$ cat src/rtl/cc_pkg.sv
package cc_pkg;
  localparam int BYTE_W   = 8;
  localparam int N_BYTES  = 2;
  localparam int N_BITS   = BYTE_W * N_BYTES;
  localparam int IDX_W    = $clog2(N_BITS);
  localparam int BIT_IW   = $clog2(BYTE_W);

  typedef enum logic [1:0] {
    SYNC_HUNT = 2'd0,
    SYNC_DATA = 2'd1,
    SYNC_DONE = 2'd2
  } sync_state_e;
endpackage

$ cat src/rtl/cc_line_track.sv
module cc_line_track #(
  parameter int LINE_W   = 5,
  parameter int DEF_LINE = 21
) (
  input  logic              clk_i,
  input  logic              rst_ni,
  input  logic              en_i,
  input  logic              irq_en_i,
  input  logic              sel_wr_i,
  input  logic [LINE_W-1:0] sel_wdata_i,
  input  logic              pend_wr_i,
  input  logic              pend_wdata_i,
  input  logic              field_start_i,
  input  logic              line_start_i,
  output logic [LINE_W-1:0] sel_o,
  output logic              open_o,
  output logic              active_o,
  output logic              irq_o,
  output logic              pend_o
);
  localparam logic [LINE_W-1:0] LINE_MAX = '1;

  logic [LINE_W-1:0] cnt_q, cnt_nx, sel_q;
  logic              past_q, active_q, irq_q, pend_q;
  logic              line_hit, line_end;

  always_comb begin
    cnt_nx   = cnt_q + 1'b1;
    line_hit = !past_q && (cnt_q != LINE_MAX) && (cnt_nx == sel_q);
    open_o   = line_start_i && !field_start_i && en_i && line_hit;
    line_end = (line_start_i || field_start_i) && active_q && en_i;
  end

  // line counter; past_q marks lines beyond the counter range
  always_ff @(posedge clk_i or negedge rst_ni) begin
    if (!rst_ni) begin
      cnt_q  <= '0;
      past_q <= 1'b0;
    end else if (field_start_i) begin
      cnt_q  <= '0;
      past_q <= 1'b0;
    end else if (line_start_i) begin
      if (cnt_q == LINE_MAX) past_q <= 1'b1;
      else                   cnt_q  <= cnt_nx;
    end
  end

  always_ff @(posedge clk_i or negedge rst_ni) begin
    if (!rst_ni) begin
      sel_q    <= LINE_W'(DEF_LINE);
      active_q <= 1'b0;
      irq_q    <= 1'b0;
      pend_q   <= 1'b0;
    end else begin
      if (sel_wr_i) sel_q <= sel_wdata_i;
      if (open_o)                              active_q <= 1'b1;
      else if (line_start_i || field_start_i)  active_q <= 1'b0;
      irq_q <= line_end && irq_en_i;
      if (line_end && irq_en_i)              pend_q <= 1'b1;
      else if (pend_wr_i && !pend_wdata_i)   pend_q <= 1'b0;
    end
  end

  assign sel_o    = sel_q;
  assign active_o = active_q;
  assign irq_o    = irq_q;
  assign pend_o   = pend_q;
endmodule

$ cat src/rtl/cc_bit_sync.sv
module cc_bit_sync
  import cc_pkg::*;
#(
  parameter int RUNIN_EDGES = 6
) (
  input  logic             clk_i,
  input  logic             rst_ni,
  input  logic             restart_i,
  input  logic             bit_ok_i,
  input  logic             bit_i,
  output logic             dvld_o,
  output logic [IDX_W-1:0] didx_o
);
  localparam int CW = $clog2(RUNIN_EDGES + 1);
  localparam logic [CW-1:0]    EDGE_LAST = CW'(RUNIN_EDGES - 1);
  localparam logic [IDX_W-1:0] IDX_LAST  = IDX_W'(N_BITS - 1);

  sync_state_e      state_q;
  logic [1:0]       hist_q;
  logic             have_prev_q, runin_ok_q;
  logic [CW-1:0]    edge_q;
  logic [IDX_W-1:0] idx_q;

  assign dvld_o = bit_ok_i && (state_q == SYNC_DATA);
  assign didx_o = idx_q;

  always_ff @(posedge clk_i or negedge rst_ni) begin
    if (!rst_ni) begin
      state_q     <= SYNC_DONE;
      hist_q      <= 2'b11;
      have_prev_q <= 1'b0;
      runin_ok_q  <= 1'b0;
      edge_q      <= '0;
      idx_q       <= '0;
    end else if (restart_i) begin
      state_q     <= SYNC_HUNT;
      hist_q      <= 2'b11;
      have_prev_q <= 1'b0;
      runin_ok_q  <= 1'b0;
      edge_q      <= '0;
      idx_q       <= '0;
    end else if (bit_ok_i) begin
      hist_q      <= {hist_q[0], bit_i};
      have_prev_q <= 1'b1;
      // run-in: consecutive transitions, sticky once long enough
      if (have_prev_q && (bit_i != hist_q[0])) begin
        if (edge_q != EDGE_LAST + 1'b1) edge_q <= edge_q + 1'b1;
        if (edge_q == EDGE_LAST) runin_ok_q <= 1'b1;
      end else begin
        edge_q <= '0;
      end
      case (state_q)
        SYNC_HUNT:
          if (runin_ok_q && hist_q == 2'b00 && bit_i) state_q <= SYNC_DATA;
        SYNC_DATA: begin
          idx_q <= idx_q + 1'b1;
          if (idx_q == IDX_LAST) state_q <= SYNC_DONE;
        end
        default: ;
      endcase
    end
  end
endmodule

$ cat src/rtl/cc_byte_store.sv
module cc_byte_store
  import cc_pkg::*;
(
  input  logic             clk_i,
  input  logic             rst_ni,
  input  logic             clr_i,
  input  logic             dvld_i,
  input  logic [IDX_W-1:0] didx_i,
  input  logic             bit_i,
  output logic [N_BYTES-1:0][BYTE_W-1:0] data_o
);
  localparam int BSW = IDX_W - BIT_IW;

  for (genvar g = 0; g < N_BYTES; g++) begin : g_byte
    logic [BYTE_W-1:0] q;
    always_ff @(posedge clk_i or negedge rst_ni) begin
      if (!rst_ni)
        q <= '0;
      else if (clr_i)
        q <= '0;
      else if (dvld_i && didx_i[IDX_W-1:BIT_IW] == BSW'(g))
        q[didx_i[BIT_IW-1:0]] <= bit_i;
    end
    assign data_o[g] = q;
  end
endmodule

$ cat src/rtl/cc_acq.sv
module cc_acq
  import cc_pkg::*;
#(
  parameter int LINE_W      = 5,
  parameter int DEF_LINE    = 21,
  parameter int RUNIN_EDGES = 6
) (
  input  logic              clk_i,
  input  logic              rst_ni,
  input  logic              en_i,
  input  logic              irq_en_i,
  input  logic              sel_wr_i,
  input  logic [LINE_W-1:0] sel_wdata_i,
  input  logic              pend_wr_i,
  input  logic              pend_wdata_i,
  input  logic              field_start_i,
  input  logic              line_start_i,
  input  logic              bit_vld_i,
  input  logic              bit_i,
  output logic [LINE_W-1:0] sel_o,
  output logic [BYTE_W-1:0] data1_o,
  output logic [BYTE_W-1:0] data2_o,
  output logic              irq_o,
  output logic              pend_o
);
  logic             open, active, bit_ok, dvld;
  logic [IDX_W-1:0] didx;
  logic [N_BYTES-1:0][BYTE_W-1:0] data;

  cc_line_track #(.LINE_W(LINE_W), .DEF_LINE(DEF_LINE)) u_track (
    .clk_i, .rst_ni, .en_i, .irq_en_i, .sel_wr_i, .sel_wdata_i,
    .pend_wr_i, .pend_wdata_i, .field_start_i, .line_start_i,
    .sel_o, .open_o(open), .active_o(active), .irq_o, .pend_o
  );

  assign bit_ok = bit_vld_i && en_i && active && !line_start_i && !field_start_i;

  cc_bit_sync #(.RUNIN_EDGES(RUNIN_EDGES)) u_sync (
    .clk_i, .rst_ni, .restart_i(open), .bit_ok_i(bit_ok), .bit_i,
    .dvld_o(dvld), .didx_o(didx)
  );

  cc_byte_store u_store (
    .clk_i, .rst_ni, .clr_i(open), .dvld_i(dvld), .didx_i(didx), .bit_i,
    .data_o(data)
  );

  assign data1_o = data[0];
  assign data2_o = data[1];
endmodule

$ cat config.mk
export PLATFORM = sky130hd
export DESIGN_NAME = cc_acq
export DESIGN_NICKNAME = d
export VERILOG_FILES = /design/src/rtl/cc_pkg.sv /design/src/rtl/cc_line_track.sv /design/src/rtl/cc_bit_sync.sv /design/src/rtl/cc_byte_store.sv /design/src/rtl/cc_acq.sv
export SDC_FILE = /design/constraint.sdc
export NUM_CORES = 1
export LEC_CHECK = 0
export ABC_AREA = 1
export ABC_CLOCK_PERIOD_IN_PS = 2300
export BUFFER_PORTS_ARGS = -buffer_cell sky130_fd_sc_hd__buf_2
export CORE_MARGIN = 4
export CORE_UTILIZATION = 58
export CTS_BUF_LIST = sky130_fd_sc_hd__clkbuf_2 sky130_fd_sc_hd__clkbuf_4 sky130_fd_sc_hd__clkbuf_8
export CTS_CLUSTER_DIAMETER = 30
export DETAILED_ROUTE_END_ITERATION = 8
export GPL_TIMING_DRIVEN = 0
export HOLD_SLACK_MARGIN = 0.08
export PLACE_DENSITY = 0.83
export SYNTH_ARGS = -nofsm -noshare
export SYNTH_HDL_FRONTEND = slang
export SYNTH_SLANG_ARGS = --single-unit
$ cat constraint.sdc
create_clock -name clk_i -period 2.3 [get_ports clk_i]
set_input_delay 0.115 -clock clk_i [delete_from_list [all_inputs] [get_ports clk_i]]
set_output_delay 0.115 -clock clk_i [all_outputs]
set_load 0.01 [all_outputs]
* After elaboration in Yosys (flattened, before gate mapping) *
Cells that the tools add are included.

word-level totals
  output and inout bits = 23
  bits in read-only memories = 0
  memories = 0
  latch bits = 0
  bits in writable memories = 0
  flip-flop bits (word level) = 43
  bits of input ports = 16

operators by class
  divide/modulo/power cells = 0
  magnitude comparators = 2
  shift operators = 0
  reduce and logical (&&, ||, !) cells = 44
  $add $sub $neg = 3
  eq/ne operators = 12
  bitwise gates (word level) = 1
  multiplexer cells = 38
  $mul = 0

operators by type and width
  kind                   number
  $mux W8                4
  $logic_and A1 B1 Y1    20
  $reduce_bool A2 Y1     10
  $bwmux W8              2
  $mux W5                3
  $mux W1                14
  $mux W2                6
  $mux W3                4
  $mux W4                3
  $ne A3 B3 Y1 const B   3
  $reduce_and A2 Y1      4
  $add A5 B1 Y5 const B  1
  $eq A5 B5 Y1           1
  $eq A5 B5 Y1 const B   1
  $ne A5 B5 Y1 const B   1
  $add A4 B1 Y4 const B  1
  $eq A4 B4 Y1 const B   1
  $logic_not A1 Y1       4
  $logic_not A2 Y1       2
  $lt A3 B4 Y1 const B   1
  $pmux W2 S2            1
  $reduce_and A4 Y1      1
  $add A3 B1 Y3 const B  1
  $demux W1 S3           1
  other kinds (10)       10

* Logic depth before layout (Yosys ltp) *
Gate-level depths: netlist of run 1.

  word-level depth = 8
  mapped depth = 14
  mapped depth without buffers = 14

* Modules after synthesis *
From an unflattened synthesis of run 1, not the netlist that was laid out.

second synthesis, totals
  cells, all modules = 308
  area, all modules = 2339.7 µm²

by module, submodules not included
  module         cells an instance  sequential area each (µm²)  area each (µm²)  instances
  cc_byte_store  118                400.4                       840.8            1
  cc_bit_sync    98                 329.1                       765.7            1
  cc_line_track  87                 354.1                       705.7            1
  cc_acq         5                  0.0                         27.5             1

* Least setup slack after synthesis of run 1 *
Ideal clock, no wire load.

  path kind = flip-flop to flip-flop
  start = register u_track.cnt_q[0]
  end = register u_store.g_byte[1].q[1]
  required time = 2176 ps
  setup slack = 322 ps
  stages on the path, launching flop included = 15
  arrival = 1854 ps
  clock period less this slack = 1978 ps
  path through = dfrtp_1 ha_1 nand2_1 nor2_1 ha_1 inv_1 nand2_1 nand2_1 nor2_1 nand2_1 nor2_4 nand3_4 buf_6 nand4_1 nand2_1

between the ends
  longest elaborated chain between the ends = 5
  elaborated cells between the ends (all ways) = 8
  those cells by class = add/sub (1); eq/ne (2); mux (1); reduce/logical (4)

ends and longest elaborated chain
  what                                                 RTL line                                  RTL
  start: declaration                                   cc_line_track.sv:23                       logic [LINE_W-1:0] cnt_q, cnt_nx, sel_q;
  start signal: assignment                             cc_line_track.sv:44                       else cnt_q <= cnt_nx;
  $add A5 B1 Y5 or $ne A5 B5 Y1 (tied branches)        cc_line_track.sv:28, cc_line_track.sv:29
  $eq A5 B5 Y1 or $logic_and A1 B1 Y1 (tied branches)  cc_line_track.sv:29                       line_hit = !past_q && (cnt_q != LINE_MAX) && (cnt_nx == sel_q);
  $logic_and A1 B1 Y1 *                                cc_line_track.sv:29
  $logic_and A1 B1 Y1 *                                cc_line_track.sv:30                       open_o = line_start_i && !field_start_i && en_i && line_hit;
  $mux W8 or $reduce_bool A2 Y1 (tied branches)        -
  end signal: indexed assignment                       cc_byte_store.sv:22                       q[didx_i[BIT_IW-1:0]] <= bit_i;
  end: declaration                                     cc_byte_store.sv:15                       logic [BYTE_W-1:0] q;

Mark *: on every way between the ends. The rest lies on a longest branch, timed or not.
A chain may end at the register's enable or synchronous reset.

* Final worst setup path of run 1 *
  start = register u_track.cnt_q[0]
  end = register u_sync.hist_q[0]

between the ends
  longest elaborated chain between the ends = 5
  elaborated cells between the ends (all ways) = 8
  those cells by class = add/sub (1); eq/ne (2); mux (1); reduce/logical (4)

ends and longest elaborated chain
  what                                                 RTL line                                  RTL
  $add A5 B1 Y5 or $ne A5 B5 Y1 (tied branches)        cc_line_track.sv:28, cc_line_track.sv:29
  $eq A5 B5 Y1 or $logic_and A1 B1 Y1 (tied branches)  cc_line_track.sv:29
  $logic_and A1 B1 Y1 *                                cc_line_track.sv:29
  $logic_and A1 B1 Y1 *                                cc_line_track.sv:30
  $mux W2 or $reduce_bool A2 Y1 (tied branches)        -
  end signal: assignment                               cc_bit_sync.sv:43                         hist_q <= {hist_q[0], bit_i};
  end: declaration                                     cc_bit_sync.sv:19                         logic [1:0] hist_q;

Marked as above.

==> results of run 1 <==
-- cells by family (layout without fill, tap and decap cells) --
family,count (synthesis),in the layout,share of synthesized area [%]
AO/OA/AOI/OAI,39,39,10.3
XOR/XNOR,2,2,0.727
adder cells (fa/ha/maj),6,6,3.12
buffers and inverters,61,122,11.0
flip-flops,43,43,45.0
multiplexers,2,2,0.883
AND/OR/NAND/NOR,137,137,29.0
-- report_power, final --
group	leakage (nW)	switching [W]	internal [W]
Sequential	0.569	0.0000251	0.000792
Clock	0.0688	0.000262	0.000446
Combinational	1.05	0.000109	0.0000701
Total	1.69	0.000397	0.00131
-- worst paths after layout --
| kind | startpoint | to | slack (ns) | cells past startpoint |
|---|---|---|---|---|
| max | u_track.cnt_q[0] | u_sync.hist_q[0] | 0.07 | 15 |
| min | bit_i | u_store.g_byte[1].q[3] | 0.1 | 3 |
| max reg2reg | u_track.cnt_q[0] | u_sync.hist_q[0] | 0.07 | 15 |
| min reg2reg | u_sync.state_q[1] | u_sync.state_q[1] | 0.50 | 2 |
| max in group asynchronous | rst_ni | u_track.cnt_q[1] | 1.17 | 2 |
| min in group asynchronous | rst_ni | u_store.g_byte[0].q[3] | 0.48 | 2 |
-- metal layers --
metal | track usage [%] | part of all wire, % | vias up
li1 | - | - | 1067
met1 | 27.8 | 42 | 1047
met2 | 40.3 | 51 | 59
met3 | 6.37 | 5.1 | 11
met4 | 10.2 | 2.1 | 0
met5 | 0 | 0 | -
-- registers in the layout, summed over array words and instances (netlist names) --
name                cells
u_track.irq_o           1
u_sync.didx_o           4
u_track.pend_o          1
u_store.g_byte.q       16
u_track.cnt_q           5
u_track.past_q          1
u_track.sel_o           5
u_track.active_o        1
u_sync.have_prev_q      1
u_sync.hist_q           2
u_sync.state_q          2
u_sync.edge_q           3
u_sync.runin_ok_q       1
-- through the flow --
step                      utilization (%)  hold slack (ns)  cell area, um2  power (W)
final                                74.4           0.0955            2970    0.00170
after global routing                 74.4            0.107            2970    0.00177
after CTS                            71.7           0.0909            2870    0.00170
after detailed placement             66.3            0.301            2650   0.000983
after global placement               66.3            0.302            2650   0.000976
after floorplan                         -           -0.181            2410   0.000921
-- layout make-up --
class | instances | share of cell area, %
Tap cell | 50 | 2.10
Timing Repair Buffer | 53 | 11.1
Sequential cell | 43 | 36.5
Buffer | 8 | 2.27
Clock inverter | 2 | 2.02
Multi-Input combinational cell | 186 | 36.7
Inverter | 53 | 6.77
Clock buffer | 6 | 2.57
-- repair_timing --
action,CTS,global route
endpoints found under the setup margin,0,21
hold endpoints to repair,44,0
setup buffers,0,8
hold buffers,8,0
resized for setup,0,15
-- layout by cell type, fill, tap and decap left out, drive strengths merged, types with 6 or more instances in the layout --
| cell type | n |
|---|---|
| a21oi | 6 |
| buf | 52 |
| clkbuf | 7 |
| dfrtp | 37 |
| dfstp | 6 |
| dlygate4sd3 | 8 |
| ha | 6 |
| inv | 51 |
| nand2 | 70 |
| nand3 | 16 |
| nand4 | 20 |
| nor2 | 23 |
| nor3 | 8 |
| o211ai | 14 |
| o21ai | 16 |
-- critical path, cell delays in order (launching register included) --
cell and delay [ns]:
dfrtp_2 0.48, ha_4 0.19, nand2_4 0.07, nor2_2 0.05
ha_1 0.22, nor2_1 0.18, nand2_1 0.08, nor2_1 0.11
nand2_1 0.10, nor2_4 0.13, nand3_4 0.13, buf_6 0.16
buf_4 0.13, nand3_1 0.06, nand2_1 0.05, inv_1 0.05
==> results.ini, run 1 <==
[run_status]
status = finished, final reports clean

[clock_network]
clk_pin_slew_ns = 0.08
cts_tree = yes
h-tree-depth = 2
clock_latency_ns = 0.30
cts-buffers-inserted = 5
clk_path_buf_depth = 2
root_buffer = clkbuf_8
clock_sinks = 43

[finish]
multi_input_area_um2 = 1090
drive_gt1_share_pct = 27.6
nets = 372
nFillCells = 291
antennaDiodeCount = 0
fin_cells = 401
area_growth_pct = 23.4
seqCellArea_um2 = 1090

[global_routing]
grt_pass1_wl_mm = 9.45
grt_pass1_vias = 2094
grt_overflow_total = 0
antenna_found_initial = 0
grt_max_degree = 44
grt_util_all_layers_pct = 23.6

[sta]
setup_tns_ns = 0
setup_viol = 0
report.final.slew_viol_count = 0
tightest_slew_ns = 0.930
min_period_over_period_pct = 97.1
finalHoldViolCount = 0
setup_ws_ns = 0.0675
fmax_mhz = 448
slew_headroom_pct = 38.0
min_period_ns = 2.23
fin_skew_ns = 0.00343

[yosys]
synthTopCellsByArea = dfrtp_1 (38%), nand2_1 (10%), inv_1 (7.8%)
ys.flop_type = dfrtp_1
synth_area_leader_cell = dfrtp_1
yosysWarnings = 0
synthDistinctLibCells = 32
netlist_top_cells_count = nand2_1 (64), inv_1 (50), dfrtp_1 (37), nand4_1 (20), nor2_1 (17)
synth_edf_count = 0
ys_seq_elements = 43
syn-num-nets = 312
async_flop_share_pct = 100
syn_inst = 290
syn_area_um2 = 2410
yosysMostFrequentCell = nand2_1
seq_area_frac_synth_pct = 45.0
yosysTopAreaCellShare_pct = 38.4
synth_area_per_cell_um2 = 8.31

[die]
dieArea_um2 = 5250
io_pins = 39
die_y_um = 72.5
core_area_um2 = 4000
row_count = 23
initial_utilization_pct = 60.2
die_width_um = 72.5

[pwr]
leakage_nw = 1.69
vdd_drop_max_mv = 0.570
power.density_nw_per_um2 = 573

[routing]
firstDrtPassIters = 4
drtIter0Drc = 114
drt-wirelength-per-cell_um = 14.1
drc = 0
antenna_left = 0
drt-vias-per-instance = 5.45
routed_wl_mm = 5.66
vias = 2184

[worst_setup_path]
worstSetupPathType = flip-flop to flip-flop
worstSetupEndpointType = flip-flop
worstPathRequired_ns = 2.56
arrival_ns = 2.49
cp-start-kind = flip-flop
critPathMaxFanout = 6

[placed_design]
io_buffers = 36
dp_cells = 376
place_congestion = 0.846
hpwl_mm = 3.73
place_ws_ns = 0.0316

[hold_path]
hp-class = input port to flip-flop

[run]
maxCapViolCount = 0

No activity file was read; power rests on OpenSTA's default activity.
==> run 2, diff against run 1 <==
--- a/config.mk
+++ b/config.mk
@@ -6,16 +6,16 @@
 export NUM_CORES = 1
 export LEC_CHECK = 0
 export ABC_AREA = 1
-export ABC_CLOCK_PERIOD_IN_PS = 2300
+export ABC_CLOCK_PERIOD_IN_PS = 2400
 export BUFFER_PORTS_ARGS = -buffer_cell sky130_fd_sc_hd__buf_2
 export CORE_MARGIN = 4
-export CORE_UTILIZATION = 58
+export CORE_UTILIZATION = 30
 export CTS_BUF_LIST = sky130_fd_sc_hd__clkbuf_2 sky130_fd_sc_hd__clkbuf_4 sky130_fd_sc_hd__clkbuf_8
 export CTS_CLUSTER_DIAMETER = 30
 export DETAILED_ROUTE_END_ITERATION = 8
 export GPL_TIMING_DRIVEN = 0
 export HOLD_SLACK_MARGIN = 0.08
-export PLACE_DENSITY = 0.83
+export PLACE_DENSITY = 0.49
 export SYNTH_ARGS = -nofsm -noshare
 export SYNTH_HDL_FRONTEND = slang
 export SYNTH_SLANG_ARGS = --single-unit
==> constraint.sdc (replaced) <==
create_clock -name clk_i -period 2.4 [get_ports clk_i]
set_input_delay 0.12 -clock clk_i [delete_from_list [all_inputs] [get_ports clk_i]]
set_output_delay 0.12 -clock clk_i [all_outputs]
set_load 0.01 [all_outputs]
==> run 2 against run 1 <==
Net effect:
- flip-flop and latch count stayed put
- count of clock-buffer cells in the layout rose by 2
- fmax is 2.0% higher
- global-route usage decreased by 11 points
- non-clock buffer count is 5 lower
- clock skew about the same
- sequential power decreased by 4.7%
==> results.ini, run 2 (synthesized netlist as in run 1, its figures left out) <==
[finish]
final_cell_mix = nand2_1 (63), inv_1 (50), buf_2 (39)
layout_commonest_cell = nand2_1
stdcell_area_um2 = 2930
area_growth_pct = 21.5
drive_gt1_share_pct = 25.7
largest_register_ffs = 16
regMostFlops = u_store.g_byte.q
nets = 367
antennaDiodeCount = 0

[sta]
tightest_slew_ns = 0.976
rsz0062_at_grt = no
finalHoldViolCount = 0
slew_headroom_pct = 35.0
setup_viol = 0
fmax_mhz = 457
setup_tns_ns = 0
min_period_ns = 2.19
whs_ns = 0.0974
report.final.slew_viol_count = 0
fin_skew_ns = 0.00357
min_period_over_period_pct = 91.2
setup_ws_ns = 0.212

[worst_setup_path]
worstSetupPathType = flip-flop to flip-flop
worstPathRequired_ns = 2.59
worstSetupEndpointType = flip-flop
cp-start-kind = flip-flop
reg2reg_setup_slack_ns = 0.21
arrival_ns = 2.38
critPathMaxFanout = 10

[clock_network]
clk_pin_slew_ns = 0.08
h-tree-depth = 2
clock_sinks = 43
cts_tree = yes
root_buffer = clkbuf_8
clk_path_buf_depth = 2
clock_latency_ns = 0.30
cts-buffers-inserted = 5

[routing]
firstDrtPassIters = 4
vias = 2041
antenna_left = 0
drtIter0Drc = 73
drc = 0
routed_wl_mm = 5.55
drt-wirelength-per-cell_um = 12.4
drt-vias-per-instance = 4.56

[die]
io_pins = 39
die_width_um = 97.6
initial_utilization_pct = 31.0
dieArea_um2 = 9530
row_count = 32
die_y_um = 97.6
core_area_um2 = 7770

[global_routing]
grt_max_degree = 44
grt_pass1_vias = 2031
grt_pass1_wl_mm = 9.78
grt_overflow_total = 0
grt_util_all_layers_pct = 12.5
antenna_found_initial = 0

[hold_path]
hp-class = input port to flip-flop

[pwr]
total_power_w = 0.00143
power.density_nw_per_um2 = 487
leakage_nw = 1.63
power.switching_w = 0.000363
seq_power_share_pct = 54.6
swShare_pct = 25.4
power.share.clock_pct = 33.9
p_int_w = 0.00106
vdd_drop_max_mv = 0.189
comb_power_share_pct = 11.5

[placed_design]
hpwl_mm = 3.97
io_buffers = 36
placed_area_um2 = 2720
place_ws_ns = 0.0738
place_congestion = 0.824

[run]
maxCapViolCount = 0

[run_status]
status = finished, final reports clean

## run 2: cell count changes in the layout (fill, tap and decap cells not counted), sizes merged
cell | previous run | this run
buf | 52 | 48
bufinv | 2 | 0
clkbuf | 7 | 9
dlygate4sd3 | 8 | 7
## run 2: routing by layer
metal / vias to the layer above / global-route usage (%) / wire length (um)
met2: 40 / 19.9 / 2610
met1: 934 / 17.0 / 2640
met3: 7 / 2.01 / 205
met4: 0 / 4.47 / 93
li1: 1060 / - / -
met5: - / 0 / 0
## run 2: layout make-up
class	instances	area, um2
repair buffers	48	288
plain buffers	8	67.6
fillers	841	4840
well taps	102	128
clock buffers	8	91.3
flip-flops and latches	43	1090
multi-input cells	186	1070
inverters	53	201
## run 2: timing repair
action / CTS / global route
endpoints found under the hold margin: 43 / 0
resized for setup: 0 / 5
endpoints found under the setup margin: 0 / 21
hold buffers: 7 / 0
setup buffers: 0 / 5
## run 2: critical path: stages (launching register included)
cell	delay [ns]
dfrtp_2	0.43
ha_1	0.24
nand2_2	0.10
nor2_1	0.05
ha_1	0.28
inv_1	0.05
nand2_1	0.08
nand2_1	0.06
nor2_1	0.09
nand2_1	0.09
nor2_4	0.11
nand3_4	0.15
buf_8	0.19
nand4_1	0.08
nand2_1	0.06
## run 2: worst paths after layout
kind                                          end         startpoint  depth (start not counted)
min in group asynchronous        u_track.sel_o[3]             rst_ni                          2
hold / removal                      u_track.irq_o           irq_en_i                          3
setup reg to reg           u_store.g_byte[0].q[1]   u_track.cnt_q[0]                         14
setup / recovery           u_store.g_byte[0].q[1]   u_track.cnt_q[0]                         14
hold reg to reg                 u_sync.state_q[1]  u_sync.state_q[1]                          2
max in group asynchronous        u_track.cnt_q[1]             rst_ni                          2
## run 2: power groups by stage
stage                     logic (W)  clock network, W  registers, W
final                      0.000164          0.000483      0.000779
after CTS                  0.000159          0.000512      0.000781
after detailed placement   0.000149                 0      0.000795
after floorplan           0.0000889                 0      0.000794
after global routing       0.000189          0.000546      0.000784
after global placement     0.000148                 0      0.000794
## run 2: stage by stage
| step | std cells | util, % |
|---|---|---|
| floorplan | 290 | - |
| finish | 448 | 37.7 |
| detailed placement | 428 | 35.0 |
| CTS | 443 | 37.1 |
| global placement | 428 | 35.0 |
| global route | 448 | 37.7 |
==> run 3, diff against run 2 <==
--- a/config.mk
+++ b/config.mk
@@ -5,7 +5,7 @@
 export SDC_FILE = /design/constraint.sdc
 export NUM_CORES = 1
 export LEC_CHECK = 0
-export ABC_AREA = 1
+export ABC_AREA = 0
 export ABC_CLOCK_PERIOD_IN_PS = 2400
 export BUFFER_PORTS_ARGS = -buffer_cell sky130_fd_sc_hd__buf_2
 export CORE_MARGIN = 4
@@ -16,6 +16,7 @@
 export GPL_TIMING_DRIVEN = 0
 export HOLD_SLACK_MARGIN = 0.08
 export PLACE_DENSITY = 0.49
+export SKIP_LAST_GASP = 1
 export SYNTH_ARGS = -nofsm -noshare
 export SYNTH_HDL_FRONTEND = slang
 export SYNTH_SLANG_ARGS = --single-unit
==> run 3 against run 2 <==
Net effect:
- setup slack lost 0.0041 ns
- non-clock buffer count grew 3
- area after synthesis shrank 9.9%
- sequential share of layout area grew 3.5 points
- critical path depth shrank 5
- highest routed layer unchanged
- wire length shrank 11%
- flip-flop and latch count is the same
- utilization grew 0.97 points
- clock power grew 8.9%
- combinational power shrank 19%
- count of clock-buffer cells in the layout is the same
==> results.ini, run 3 <==
[clock_network]
root_buffer = clkbuf_8
h-tree-depth = 2
clock_latency_ns = 0.30
ctsResizeCount = 0
cts_tree = yes
clk_path_buf_depth = 2
clock_sinks = 43
clk_pin_slew_ns = 0.08
cts-buffers-inserted = 5

[sta]
min_period_ns = 2.19
whs_ns = 0.114
fin_skew_ns = 0.00459
finalHoldViolCount = 0
rsz0062_at_grt = yes
setup_viol = 0
tightest_slew_ns = 0.958
fmax_mhz = 456
report.final.slew_viol_count = 0
min_period_over_period_pct = 91.3
slew_headroom_pct = 36.1

[yosys]
yosysTopAreaCellShare_pct = 42.7
syn-num-nets = 231
seq_area_frac_synth_pct = 49.9
yosysMostFrequentCell = dfrtp_1
synthDistinctLibCells = 35
synth_area_leader_cell = dfrtp_1
synthTopCellsByArea = dfrtp_1 (43%), mux2i_1 (8.3%), dfstp_2 (7.3%)
ys.flop_type = dfrtp_1
syn_inst = 209
synth_edf_count = 0
synth_area_per_cell_um2 = 10.4
ys_seq_elements = 43
syn_area_um2 = 2170
netlist_top_cells_count = dfrtp_1 (37), nor2_1 (34), nand4_1 (19), mux2i_1 (18), xor2_1 (8)
async_flop_share_pct = 100
yosysWarnings = 0

[global_routing]
grt_pass1_wl_mm = 8.75
grt_util_all_layers_pct = 12.7
grt_pass1_vias = 1811
antenna_found_initial = 0
grt_max_degree = 44
grt_overflow_total = 0

[routing]
drc = 0
firstDrtPassIters = 4
routed_wl_mm = 4.92
drt-wirelength-per-cell_um = 13.7
drtIter0Drc = 96
vias = 1722
drt-vias-per-instance = 4.80
antenna_left = 0

[finish]
drive_gt1_share_pct = 26.2
area_growth_pct = 23.0
nets = 284
final_cell_mix = buf_2 (43), dfrtp_1 (37), nor2_1 (34)
stdcell_area_um2 = 2670
multi_input_area_um2 = 1010
regMostFlops = u_store.g_byte.q
layout_commonest_cell = buf_2
antennaDiodeCount = 0
largest_register_ffs = 16
nFillCells = 719
seqCellArea_um2 = 1080

[pwr]
leakage_nw = 1.42
power.density_nw_per_um2 = 541
total_power_w = 0.00144
vdd_drop_max_mv = 0.209

[worst_setup_path]
worstSetupPathType = flip-flop to flip-flop
worstPathRequired_ns = 2.58
worstReg2RegStart = u_track.cnt_q[0]
crit_start = u_track.cnt_q[0]
cp-start-kind = flip-flop
worstSetupEndpointType = flip-flop
critPathMaxFanout = 6
arrival_ns = 2.38

[placed_design]
hpwl_mm = 3.34
place_congestion = 0.789
io_buffers = 36
placed_area_um2 = 2470

[die]
dieArea_um2 = 8660
die_y_um = 93.1
die_width_um = 93.1
row_count = 30
initial_utilization_pct = 31.4
io_pins = 39
core_area_um2 = 6910

[run_status]
status = finished, final reports clean

[hold_path]
hp-class = input port to flip-flop
hold_start = en_i

[run]
maxCapViolCount = 0

==> run 3: final timing paths <==
check,end,slack [ns],depth (start not counted)
max,u_sync.edge_q[0],0.21,9
max reg2reg,u_sync.edge_q[0],0.21,9
min in group asynchronous,u_store.g_byte[0].q[6],0.50,2
min reg2reg,u_track.active_o,0.51,1
min,u_track.irq_o,0.11,3
max in group asynchronous,u_store.g_byte[1].q[6],1.29,2
==> run 3: layout make-up <==
type,instances,area share [%]
buffer,13,2.58
sequential,43,40.6
multi-input combinational,150,37.7
clock buffer,8,3.89
timing repair buffer,46,10.3
inverter,3,0.422
tap,96,4.50
==> run 3: cell families after synthesis <==
logic type	count (synthesis)	synth area share, %
xor+xnor	14	5.65
flops	43	49.9
simple gates	89	21.2
buf+inv	16	3.69
compound gates	18	5.19
mux	23	10.9
fa+ha+maj	6	3.46
==> run 3: through the flow <==
step           setup WS [ns]  TNS (ns)  utilization, %  cells
5_1_grt             -0.00535   -0.0146            38.7    359
4_1_cts                0.128         0            38.4    357
6_report               0.208         0            38.7    359
2_1_floorplan          0.359         0               -    209
3_3_place_gp           0.147         0            35.8    341
3_5_place_dp           0.134         0            35.8    341
==> run 3: worst max-delay path: stages (launching register included) <==
cell and delay [ns]:
dfrtp_1 0.45, ha_1 0.26, and3_1 0.16, ha_1 0.30, xnor2_1 0.14, nand3_1 0.13
nor4_2 0.25, buf_4 0.20, buf_4 0.15, a21oi_1 0.05
==> run 3: what timing repair did <==
action                                 4_1_cts  5_1_grt
buffers inserted                             0        2
setup endpoints to repair                    0       11
endpoints found under the hold margin       44        0
hold buffers                                 8        0
==> run 3: per-layer routing <==
metal	global-route usage, %	routed length, um
met5	0	0
met4	6.35	110
met3	3.54	265
met2	19.6	2300
met1	16.3	2250
==> run 3: where the power goes <==
| group | switching (W) | leakage [nW] | internal [W] |
|---|---|---|---|
| sequential | 0.0000237 | 0.574 | 0.000761 |
| combinational | 0.0000681 | 0.790 | 0.0000648 |
| clock | 0.000252 | 0.0549 | 0.000274 |
| total | 0.000344 | 1.42 | 0.00110 |
